## config.mk

```make
export PLATFORM = sky130hd
export DESIGN_NAME = xlane_addsub_unit
export DESIGN_NICKNAME = d
export VERILOG_FILES = /design/src/rtl/xlane_pkg.sv /design/src/rtl/xlane_ctrl.sv /design/src/rtl/xlane_dp.sv /design/src/rtl/xlane_addsub_unit.sv
export SDC_FILE = /design/constraint.sdc
export NUM_CORES = 1
export LEC_CHECK = 0
export CAP_MARGIN = 40
export CORE_UTILIZATION = 42
export DETAILED_ROUTE_END_ITERATION = 8
export DONT_BUFFER_PORTS = 1
export HOLD_SLACK_MARGIN = 0.02
export SLEW_MARGIN = 0
export SYNTH_ARGS = -nofsm -noshare
export SYNTH_HDL_FRONTEND = slang
export SYNTH_SLANG_ARGS = --single-unit
```

## constraint.sdc

```tcl
create_clock -name clk -period 4.2 [get_ports clk]
set_input_delay 0.63 -clock clk [delete_from_list [all_inputs] [get_ports clk]]
set_output_delay 0.63 -clock clk [all_outputs]
set_load 0.02 [all_outputs]
```

## src/rtl/xlane_pkg.sv

```systemverilog
package xlane_pkg;
  localparam int OP_W        = 3;
  localparam int OP_ADDSUB   = 0;
  localparam int OP_SIGNED   = 1;
  localparam int OP_HALVING  = 2;

  typedef struct packed {
    logic load;
    logic hiIsSum;
    logic signedLanes;
    logic halving;
    logic geLoad;
  } xlaneStrobe_t;
endpackage

```

## src/rtl/xlane_ctrl.sv

```systemverilog
module xlane_ctrl
  import xlane_pkg::*;
(
  input  logic            inValid,
  input  logic [OP_W-1:0] opSel,
  output xlaneStrobe_t    stb
);
  always_comb begin
    stb.load        = inValid;
    stb.hiIsSum     = opSel[OP_ADDSUB];
    stb.signedLanes = opSel[OP_SIGNED];
    stb.halving     = opSel[OP_HALVING];
    stb.geLoad      = inValid & ~opSel[OP_HALVING];
  end
endmodule

```

## src/rtl/xlane_dp.sv

```systemverilog
module xlane_dp
  import xlane_pkg::*;
#(
  parameter int LANE_W = 16
) (
  input  logic                  clk,
  input  logic                  rst,
  input  xlaneStrobe_t          stb,
  input  logic [2*LANE_W-1:0]   opA,
  input  logic [2*LANE_W-1:0]   opB,
  output logic                  resValid,
  output logic [2*LANE_W-1:0]   result,
  output logic                  geValid,
  output logic [3:0]            geFlags
);
  localparam int NUM_LANES = 2;
  localparam int EXT_W     = LANE_W + 1;
  localparam int DATA_W    = NUM_LANES * LANE_W;
  localparam int GE_W      = 2 * NUM_LANES;

  logic [DATA_W-1:0] resNext;
  logic [GE_W-1:0]   geNext;

  for (genvar g = 0; g < NUM_LANES; g++) begin : g_lane
    localparam int OTHER = NUM_LANES - 1 - g;
    logic [LANE_W-1:0] aLane, bLane;
    logic [EXT_W-1:0]  aExt, bExt, laneRes;
    logic              isSum, laneGe;

    assign aLane   = opA[g*LANE_W +: LANE_W];
    assign bLane   = opB[OTHER*LANE_W +: LANE_W];
    assign aExt    = {stb.signedLanes & aLane[LANE_W-1], aLane};
    assign bExt    = {stb.signedLanes & bLane[LANE_W-1], bLane};
    assign isSum   = (g == NUM_LANES - 1) ? stb.hiIsSum : ~stb.hiIsSum;
    assign laneRes = isSum ? (aExt + bExt) : (aExt - bExt);
    assign laneGe  = (isSum & ~stb.signedLanes) ? laneRes[LANE_W] : ~laneRes[LANE_W];
    assign resNext[g*LANE_W +: LANE_W] = stb.halving ? laneRes[LANE_W:1]
                                                     : laneRes[LANE_W-1:0];
    assign geNext[2*g +: 2] = {2{laneGe & ~stb.halving}};
  end

  always_ff @(posedge clk) begin
    if (rst) begin
      resValid <= 1'b0;
      geValid  <= 1'b0;
      result   <= '0;
      geFlags  <= '0;
    end else begin
      resValid <= stb.load;
      geValid  <= stb.geLoad;
      if (stb.load) begin
        result  <= resNext;
        geFlags <= geNext;
      end
    end
  end

  // flags always come as equal pairs per lane
  p_ge_pairs_r5: assert property (@(posedge clk) disable iff (rst)
    (geFlags[3] == geFlags[2]) && (geFlags[1] == geFlags[0]));

  // a halving load leaves no flags behind
  p_halving_noge_r8: assert property (@(posedge clk) disable iff (rst)
    (stb.load && stb.halving) |=> (!geValid && geFlags == '0));

  // idle cycles hold the registered outputs
  p_hold_r9: assert property (@(posedge clk) disable iff (rst)
    !stb.load |=> ($stable(result) && $stable(geFlags) && !resValid && !geValid));
endmodule

```

## src/rtl/xlane_addsub_unit.sv

```systemverilog
module xlane_addsub_unit
  import xlane_pkg::*;
#(
  parameter int LANE_W = 16
) (
  input  logic                clk,
  input  logic                rst,
  input  logic                inValid,
  input  logic [OP_W-1:0]     opSel,
  input  logic [2*LANE_W-1:0] opA,
  input  logic [2*LANE_W-1:0] opB,
  output logic                resValid,
  output logic [2*LANE_W-1:0] result,
  output logic                geValid,
  output logic [3:0]          geFlags
);
  xlaneStrobe_t stb;

  xlane_ctrl u_ctrl (
    .inValid (inValid),
    .opSel   (opSel),
    .stb     (stb)
  );

  xlane_dp #(.LANE_W(LANE_W)) u_dp (
    .clk      (clk),
    .rst      (rst),
    .stb      (stb),
    .opA      (opA),
    .opB      (opB),
    .resValid (resValid),
    .result   (result),
    .geValid  (geValid),
    .geFlags  (geFlags)
  );

  // one-cycle latency of the valid, flag strobe only for plain ops
  p_latency_r9: assert property (@(posedge clk) disable iff (rst)
    inValid |=> (resValid && (geValid == !$past(opSel[OP_HALVING]))));

  // reset clears both strobes and the result
  p_reset_r10: assert property (@(posedge clk)
    rst |=> (!resValid && !geValid && result == '0 && geFlags == '0));
endmodule

```

-- After elaboration in Yosys (flattened, before gate mapping)
Cells that the tools add are included.
- $add $sub $neg: 4
- muxes and demuxes: 6
- bitwise logic cells: 14
- operators with widths (kind ; number):
    $add 17x17->17 ; 2
    $mux 17 ; 2
    $sub 17x17->17 ; 2
    $mux 16 ; 2
    $and 1x1->1 ; 9
    $not 1->1 ; 5
    $mux 1 ; 2
- register bits after elaboration: 37
- input port bits: 70
- output and inout bits: 38
- logic and storage cells: 28

-- Depth between registers and ports, before layout
Gate-level depths: netlist of run 1.
- depth after elaboration: 6
- gate-level depth with buffers: 14
- gate-level depth less buffers: 14

-- Hierarchy
From an unflattened synthesis of run 1, not the netlist that was laid out.
- cells, all modules: 506
- area, all modules: 3898.7 µm²
- by module, submodules not included (module ; times used ; cells an instance ; area an instance (µm²) ; sequential area each (µm²)):
    xlane_dp ; 1 ; 501 ; 3854.9 ; 720.7
    xlane_ctrl ; 1 ; 5 ; 43.8 ; 0.0

-- Worst setup path after synthesis of run 1
No wires, ideal clock.
- kind: input port to flip-flop
- start: input port opSel[0]
- end: register u_dp.result[31]
- setup time: 0.103 ns
- arrival: 3.572 ns
- required time: 4.097 ns
- setup slack: 0.524 ns
- cell stages on the path: 11
- buffers on the path: 2
- cells stage by stage: clkbuf_1 clkbuf_1 mux2_2 fa_1 a211oi_2 nor3_1 a2111oi_4 o211ai_2 a221oi_4 mux2i_1 a2111oi_2
- longest elaborated chain between the ends: 2
- ends and longest elaborated chain (what ; line ; source):
    start, declared ; xlane_addsub_unit.sv:9 ; input logic [OP_W-1:0] opSel,
    $mux 17 ; xlane_dp.sv:35 ; assign laneRes = isSum ? (aExt + bExt) : (aExt - bExt);
    $mux 16 ; xlane_dp.sv:37 ; assign resNext[g*LANE_W +: LANE_W] = stb.halving ? laneRes[LANE_W:1]
    end signal, assigned ; xlane_dp.sv:52 ; result <= resNext;
    end, declared ; xlane_dp.sv:12 ; output logic [2*LANE_W-1:0] result,
No other way between the ends.
A chain may end at the register's enable or synchronous reset.

-- Worst setup path after layout of run 1
- start: input port opB[5]
- end: register u_dp.result[31]
- longest elaborated chain between the ends: 3
- elaborated cells on any way between the ends: 4
- those cells by class: add/sub (2); mux (2)
- ends and longest elaborated chain (what ; line ; source):
    start, declared ; xlane_addsub_unit.sv:11 ; input logic [2*LANE_W-1:0] opB,
    $sub 17x17->17 / $add 17x17->17 (equally long branches) ; xlane_dp.sv:35 ;
    $mux 17 (*) ; xlane_dp.sv:35 ;
    $mux 16 (*) ; xlane_dp.sv:37 ;
Every way passes the cells marked *; elsewhere a longest branch is shown, timed or not.

==> metrics.md, run 1 <==
| Metric | Value |
|---|---|
| Slew headroom | `0.5795` |
| Max Freq | `0.2849 GHz` |
| Crit share post-route | `0.8357` |
| Via density | `5.998` |
| CTS tree | `built` |
| Wirelength per Cell | `17.11 µm` |
| Setup violations, final | `0` |
| GR Overflow Total | `0` |
| Sequential area share after synthesis | `0.1954` |
| Tmin final | `3.510 ns` |
| Row cnt | `33` |
| PostCTS Resize Cnt | `0` |
| Die area | `9161 µm²` |
| DRC Markers | `0` |
| Gate count after technology mapping | `485` |
| Cell Area, Synth | `3689 µm²` |
| Setup TNS | `0 ns` |
| Synth unique cells | `58` |
| Core ar. | `8341 µm²` |
| Most frequent cells in the layout | `nor2_1 (70), a21oi_1 (42), dfxtp_1 (36)` |
| Peak supply drop | `0.1079 mV` |
| Cts hold-fix bufs | `0` |
| Status | `complete, no violations` |
| Die W | `95.72 µm` |
| Pwr/cell area | `331.7 nW/µm²` |
| Syn-to-layout area delta | `3.935%` |
| Unrepaired setup endpoints after global routing | `no` |
| Initial antenna violation count | `0` |
| Fraction of registers with async set or reset after synthesis | `0` |
| Initial Utilization | `0.4422` |
| Min-Delay Path Class | `in2reg` |
| Skew final | `0 ns` |
| Highest Signal Layer | `met4` |
| Worst-Skew Late Latency | `0.30 ns` |
| Iter 0 DRT Violations | `238` |
| Critical path fanouts, max | `7` |
| Arrival @ worst endpoint | `3.71 ns` |
| I/O pin cnt | `108` |
| Number of flops mapped to enable cells by yosys | `0` |
| CTS Buf Count | `5` |
| H-tree levels | `2` |
| Met3 wire length | `900 µm` |
| Met2 wire length | `4177 µm` |
| P_leak | `1.564 nW` |
| Area occupied by multi-input gates | `2821 µm²` |
| Final nets | `580` |
| Crit end category | `register` |
| Final antenna-violating net count | `0` |
| Cell area after placement | `3749 µm²` |
| Hold Slack | `0.3964 ns` |
| DP HPWL | `8015 µm` |
| Diode count | `0` |
| Total global-route track usage | `0.2240` |
| Final hold viol count | `0` |
| Critical path data required time | `4.40 ns` |
| Clock sinks | `36` |
| Most used DFF post-synth | `dfxtp_1` |
| Placed Cells | `572` |
| Yosys warnings | `0` |
| Clock transition at path regs | `0.08 ns` |
| Height of the die | `95.72 µm` |
| Worst Path Class, Setup | `in2reg` |
| Final Routed Wirelength | `9922 µm` |
| Non-filler cells, final | `580` |
| Syn Area/Cell | `7.605 µm²` |
| Clk root buf | `clkbuf_8` |
| Fin area | `3834 µm²` |
| Syn_nets | `591` |
| FILL cells | `843` |
| Slew Viols, Final | `0` |
| Vias in the first global route | `3283` |
| Post-Route M1 WL | `4627 µm` |
| DR pass1 iterations | `5` |
| Max-cap viol count | `0` |
| Register area | `720.7 µm²` |
| Post-CTS Setup Bufs | `0` |
| Via count | `3479` |
| Placer Congestion | `0.8899` |
| Tightest Pin Transition | `0.6284 ns` |
| Commonest non-fill, non-tap cell in the layout | `nor2_1` |
| Share of post-route cells with drive strength above 1 | `0.03368` |
| #FFs+latches synth | `36` |
| I/O Buffers | `0` |
| Crit path launch type | `input port` |
| Largest net degree at the start of global routing | `43` |
| First-pass GRT wire length | `16060 µm` |
| Clk buf depth | `2` |
[report_power, final]
part	switching (W)	internal, W
clock	0.000131	0.000119
sequential	0.0000820	0.000382
combinational	0.000314	0.000244
total	0.000528	0.000744
[state kept, by name, indices dropped and copies added, names as in the netlist]
register and count:
u_dp.geValid 1, u_dp.resValid 1, u_dp.result 32, u_dp.geFlags 2
[synthesized netlist by cell type, drive strengths merged (2+ instances only)]
master | n | area [µm²]
o21bai | 3 | 22.52
o21a | 6 | 45.04
and3 | 3 | 18.77
o31ai | 2 | 15.01
o211a | 3 | 30.03
or3 | 3 | 18.77
nor4 | 6 | 37.54
o21ai | 25 | 125.1
a22oi | 2 | 15.01
nor3 | 17 | 85.08
inv | 17 | 63.81
a21o | 8 | 60.06
nand4 | 3 | 18.77
ha | 34 | 425.4
a21oi | 42 | 210.2
clkbuf | 14 | 52.55
a221oi | 2 | 35.04
or2 | 2 | 12.51
nand3 | 5 | 25.02
nor3b | 3 | 22.52
a211oi | 14 | 110.1
xnor2 | 31 | 271.5
a31oi | 10 | 62.56
and2 | 4 | 25.02
buf | 5 | 26.27
nor2 | 70 | 262.8
nand2b | 3 | 18.77
o311ai | 2 | 17.52
a2111oi | 6 | 77.57
a222oi | 2 | 20.02
o211ai | 6 | 50.05
a22o | 2 | 17.52
o22ai | 4 | 25.02
mux2i | 8 | 80.08
a311oi | 4 | 35.03
xor2 | 28 | 245.2
nand2 | 35 | 131.4
fa | 2 | 40.04
dfxtp | 36 | 720.7
[metrics by stage]
stage,power (W),setup slack (ns),util
finish,0.001272,0.6902,0.4596
global route,0.001366,0.3422,0.4596
CTS,0.001274,0.7278,0.4596
detailed placement,0.001026,0.4510,0.4494
global placement,0.001022,0.5175,0.4494
floorplan,0.0009303,0.5245,-
[layout make-up]
class	instances	share of cell area
clock buffers	7	0.01991
clock inverters	1	0.002285
inverters	18	0.01762
multi-input cells	412	0.7360
flip-flops and latches	36	0.1880
well taps	105	0.03427
repair buffers	1	0.001958
[critical path, stage by stage]
cell	delay, ns
nor4_1	0.43
nand2_1	0.13
nor3_1	0.34
a21oi_1	0.14
xor2_1	0.16
ha_1	0.39
a21oi_1	0.19
nor2_1	0.06
a211oi_1	0.27
o211ai_2	0.20
a221oi_4	0.31
mux2i_1	0.14
a2111oi_2	0.32
[final timing paths]
| check | from | to | slack (ns) | depth (start not counted) |
|---|---|---|---|---|
| worst max register to register | u_dp.result[13]$_SDFFE_PP0P_ | u_dp.result[13]$_SDFFE_PP0P_ | 3.18 | 2 |
| worst max-delay path | opB[5] | u_dp.result[31]$_SDFFE_PP0P_ | 0.69 | 13 |
| worst min-delay path | rst | u_dp.result[31]$_SDFFE_PP0P_ | 0.40 | 1 |
| worst min register to register | u_dp.result[2]$_SDFFE_PP0P_ | u_dp.result[2]$_SDFFE_PP0P_ | 0.57 | 2 |
[logic make-up (layout without fill, tap and decap cells)]
family                   count (synthesis)  count (layout)  synth area share
AND/OR/NAND/NOR                        159             159            0.1951
adder cells (fa/ha/maj)                 36              36            0.1262
AO/OA/AOI/OAI                          149             149            0.2788
flip-flops                              36              36            0.1954
XOR/XNOR                                59              59            0.1401
buffers and inverters                   37              27           0.03969
multiplexers                             9               9           0.02476
[routing by layer]
layer / GRT usage / up-vias
met5: 0 / -
met4: 0.06592 / 0
met3: 0.06477 / 19
met2: 0.3458 / 132
met1: 0.3013 / 1579
li1: - / 1749
(Power assumes the default switching activity.)
==> run 2, diff against run 1 <==
Clock period 4.2 ns to 3.35 ns, I/O delays scaled along.
==> run 2 against run 1 <==
Compared with the run above: count of clock-buffer cells in the layout is the same; final area increased by 4.3%; first-iteration DRC count fell by 50%; combinational power rose by 31%; non-clock buffer count grew 19; wire length down 2.3%; via count is 1.5% higher; die area stayed put; clock power increased by 38%; power rose by 30%; hold slack got worse by 0.13 ns; sequential share of layout area shrank 0.78 points; critical path type unchanged; largest cell class unchanged.
==> metrics.md, run 2 (synthesized netlist as in run 1, its figures left out) <==
| Metric | Value |
|---|---|
| P_leak | `1.666 nW (+6.5%)` |
| Pint | `0.001000 W (+34%)` |
| Worst Hold Depth | `1 (unchanged)` |
| H-tree levels | `2 (unchanged)` |
| Register area | `720.7 µm² (unchanged)` |
| Die area | `9161 µm² (unchanged)` |
| Max Freq | `0.3252 GHz` |
| Clock network power share | `0.209 (+0.013)` |
| Clk root buf | `clkbuf_8` |
| Via count | `3532 (+1.5%)` |
| WP buf/inv | `0 (unchanged)` |
| Skew final | `0 ns (unchanged)` |
| Diode count | `0 (unchanged)` |
| Commonest non-fill, non-tap cell in the layout | `nor2_1` |
| DP HPWL | `7587 µm (-5.3%)` |
| Status | `complete, no violations` |
| CTS Buf Count | `5 (unchanged)` |
| Setup TNS | `0 ns (unchanged)` |
| Clock sinks | `36 (unchanged)` |
| First-pass GRT wire length | `15480 µm (-3.6%)` |
| Share of post-route cells with drive strength above 1 | `0.07708 (+0.04339)` |
| Power share of the combinational group | `0.440 (about the same)` |
| I/O Buffers | `0 (unchanged)` |
| Crit-path slowest cell | `ha_1` |
| Slew Viols, Final | `0 (unchanged)` |
| Initial antenna violation count | `0 (unchanged)` |
| Critical path data required time | `3.54 ns (-0.86 ns)` |
| Tightest Pin Transition | `0.6317 ns (+0.003250 ns)` |
| Largest register FFs | `32 (unchanged)` |
| CP peak stage delay | `0.35 ns (-0.08 ns)` |
| DRC Markers | `0 (unchanged)` |
| Clock transition at path regs | `0.07 ns (about the same)` |
| Peak supply drop | `0.1899 mV (+76%)` |
| Final Routed Wirelength | `9691 µm (-2.3%)` |
| Switching power | `0.0006542 W (+24%)` |
| Unrepaired setup endpoints after global routing | `no` |
| Via density | `5.906 (-1.5%)` |
| Final nets | `599 (+3.3%)` |
| Setup violations, final | `0 (unchanged)` |
| Syn-to-layout area delta | `8.413%` |
| Worst path cell trace | `nor4_2 -> and3_1 -> a21oi_1 -> xor2_1 -> ha_1 -> nand2_1 -> nor2_1 -> a211oi_1 -> o211ai_2 -> a221oi_4 -> mux2i_1 -> a2111oi_2` |
| Vias in the first global route | `3368 (+2.6%)` |
| Final antenna-violating net count | `0 (unchanged)` |
| Power share of the sequential group | `0.350 (-0.015)` |
| Max-cap viol count | `0 (unchanged)` |
| Core ar. | `8341 µm² (unchanged)` |
| Sw Ratio | `0.3954 (-0.01938)` |
| RR Endpoint | `u_dp.result[13]$_SDFFE_PP0P_` |
| Slew headroom | `0.5773 (-0.002175)` |
| Total global-route track usage | `0.2169 (-0.007076)` |
| End of the worst hold path | `u_dp.result[31]$_SDFFE_PP0P_` |
| Largest net degree at the start of global routing | `43 (unchanged)` |
| Crit end category | `register` |
| FILL cells | `882 (+4.6%)` |
| Initial Utilization | `0.4422 (unchanged)` |
| Worst-Skew Late Latency | `0.29 ns (about the same)` |
| Post-CTS Setup Bufs | `0 (unchanged)` |
| Crit path launch type | `input port` |
| Area occupied by multi-input gates | `2833 µm² (+0.40%)` |
| Tmin final | `3.076 ns` |
| Crit share post-route | `0.9181` |
| Worst reg2reg path depth | `2 (unchanged)` |
| I/O pin cnt | `108 (unchanged)` |
| Largest registers | `u_dp.result: 32 flops, u_dp.geFlags: 2 flops` |
| Row cnt | `33 (unchanged)` |
| Placer Congestion | `0.8989 (+1.0%)` |
| Most flop-heavy register | `u_dp.result` |
| Worst r2r src | `u_dp.result[13]$_SDFFE_PP0P_` |
| Pwr/cell area | `413.7 nW/µm² (+25%)` |
| DR pass1 iterations | `6 (+1)` |
| Clk buf depth | `2 (unchanged)` |
| R2R Setup Slk | `2.37 ns (-0.81 ns)` |
| GR Overflow Total | `0 (unchanged)` |
| Die W | `95.72 µm (unchanged)` |
| Cts hold-fix bufs | `0 (unchanged)` |
| Power Total | `0.001654 W (+30%)` |
| Arrival @ worst endpoint | `3.27 ns (-0.44 ns)` |
| Height of the die | `95.72 µm (unchanged)` |
| Final hold viol count | `0 (unchanged)` |
| CTS tree | `built` |
| Worst Path Class, Setup | `in2reg` |
| Critical path fanouts, max | `6 (-1)` |
| Most frequent cells in the layout | `nor2_1 (70), a21oi_1 (42), dfxtp_1 (36)` |
| Worst path top cell family by delay | `compound AO/OA/AOI/OAI gates` |
| Wirelength per Cell | `16.21 µm (-5.3%)` |
| Iter 0 DRT Violations | `120 (-50%)` |
| Min-delay src | `rst` |
| Min-Delay Path Class | `in2reg` |
run 2: cell count changes in the layout (fill, tap and decap cells not counted):
cell / previous run / this run
buf_4: 1 / 20
clkbuf_1: 2 / 0
clkbuf_8: 5 / 7
clkinv_4: 1 / 0
nor3_1: 17 / 16
nor3_2: 0 / 1
nor4_1: 6 / 5
nor4_2: 0 / 1
run 2: worst max-delay path by stage:
| stage | cells past startpoint | end | slack (ns) | start |
|---|---|---|---|---|
| global placement | 11 | u_dp.result[31]$_SDFFE_PP0P_ | 0.02 | opB[0] |
| finish | 12 | u_dp.result[31]$_SDFFE_PP0P_ | 0.27 | opB[5] |
| CTS | 13 | u_dp.result[31]$_SDFFE_PP0P_ | 0.19 | opB[5] |
| detailed placement | 13 | u_dp.result[31]$_SDFFE_PP0P_ | -0.13 | opB[5] |
| global route | 14 | u_dp.result[31]$_SDFFE_PP0P_ | 0.006 | opB[5] |
| floorplan | 11 | u_dp.result[31]$_SDFFE_PP0P_ | 0.01 | opSel[0] |
run 2: power by group through the flow:
| stage | clock network, W | logic [W] | registers (W) |
|---|---|---|---|
| final | 0.000346 | 0.000729 | 0.000580 |
| after floorplan | 0 | 0.000594 | 0.000574 |
| after CTS | 0.000356 | 0.000729 | 0.000580 |
| after detailed placement | 0 | 0.000723 | 0.000590 |
| after global placement | 0 | 0.000714 | 0.000590 |
| after global routing | 0.000373 | 0.000822 | 0.000588 |
run 2: cell type report:
| class | instances | share of cell area |
|---|---|---|
| Timing Repair Buffer | 20 | 0.03755 |
| Tap cell | 105 | 0.03285 |
| Inverter | 18 | 0.01690 |
| Multi-Input combinational cell | 412 | 0.7084 |
| Clock buffer | 7 | 0.02409 |
| Sequential cell | 36 | 0.1802 |
run 2: repair_timing:
item | CTS | global route
gates resized for setup | 0 | 1
hold endpoints to repair | 0 | 0
setup endpoints to repair | 0 | 6
run 2: worst register-to-register path, delay by kind of cell, from the launching register on:
kind | cells | cell delay (ns)
flops | 1 | 0.47
compound gates | 1 | 0.34
simple gates | 1 | 0.07
run 2: metal layers:
layer  track usage  share of wire  up-vias
met4       0.05473          0.014        0
li1              -              -     1790
met5             0              0        -
met3       0.06635          0.091       10
met1        0.2755           0.45     1621
met2        0.3565           0.44      111
run 2: per-stage QoR:
step	cell area (µm²)	std cells	utilization	hold slack (ns)	worst slack (ns)
final	3999	598	0.4794	0.2710	0.2745
after floorplan	3699	485	-	0.5407	0.01065
after global routing	3999	598	0.4794	0.2607	0.005817
after CTS	3993	598	0.4787	0.2634	0.1853
after global placement	3896	591	0.4671	0.5572	0.01871
after detailed placement	3896	591	0.4671	0.5589	-0.1272
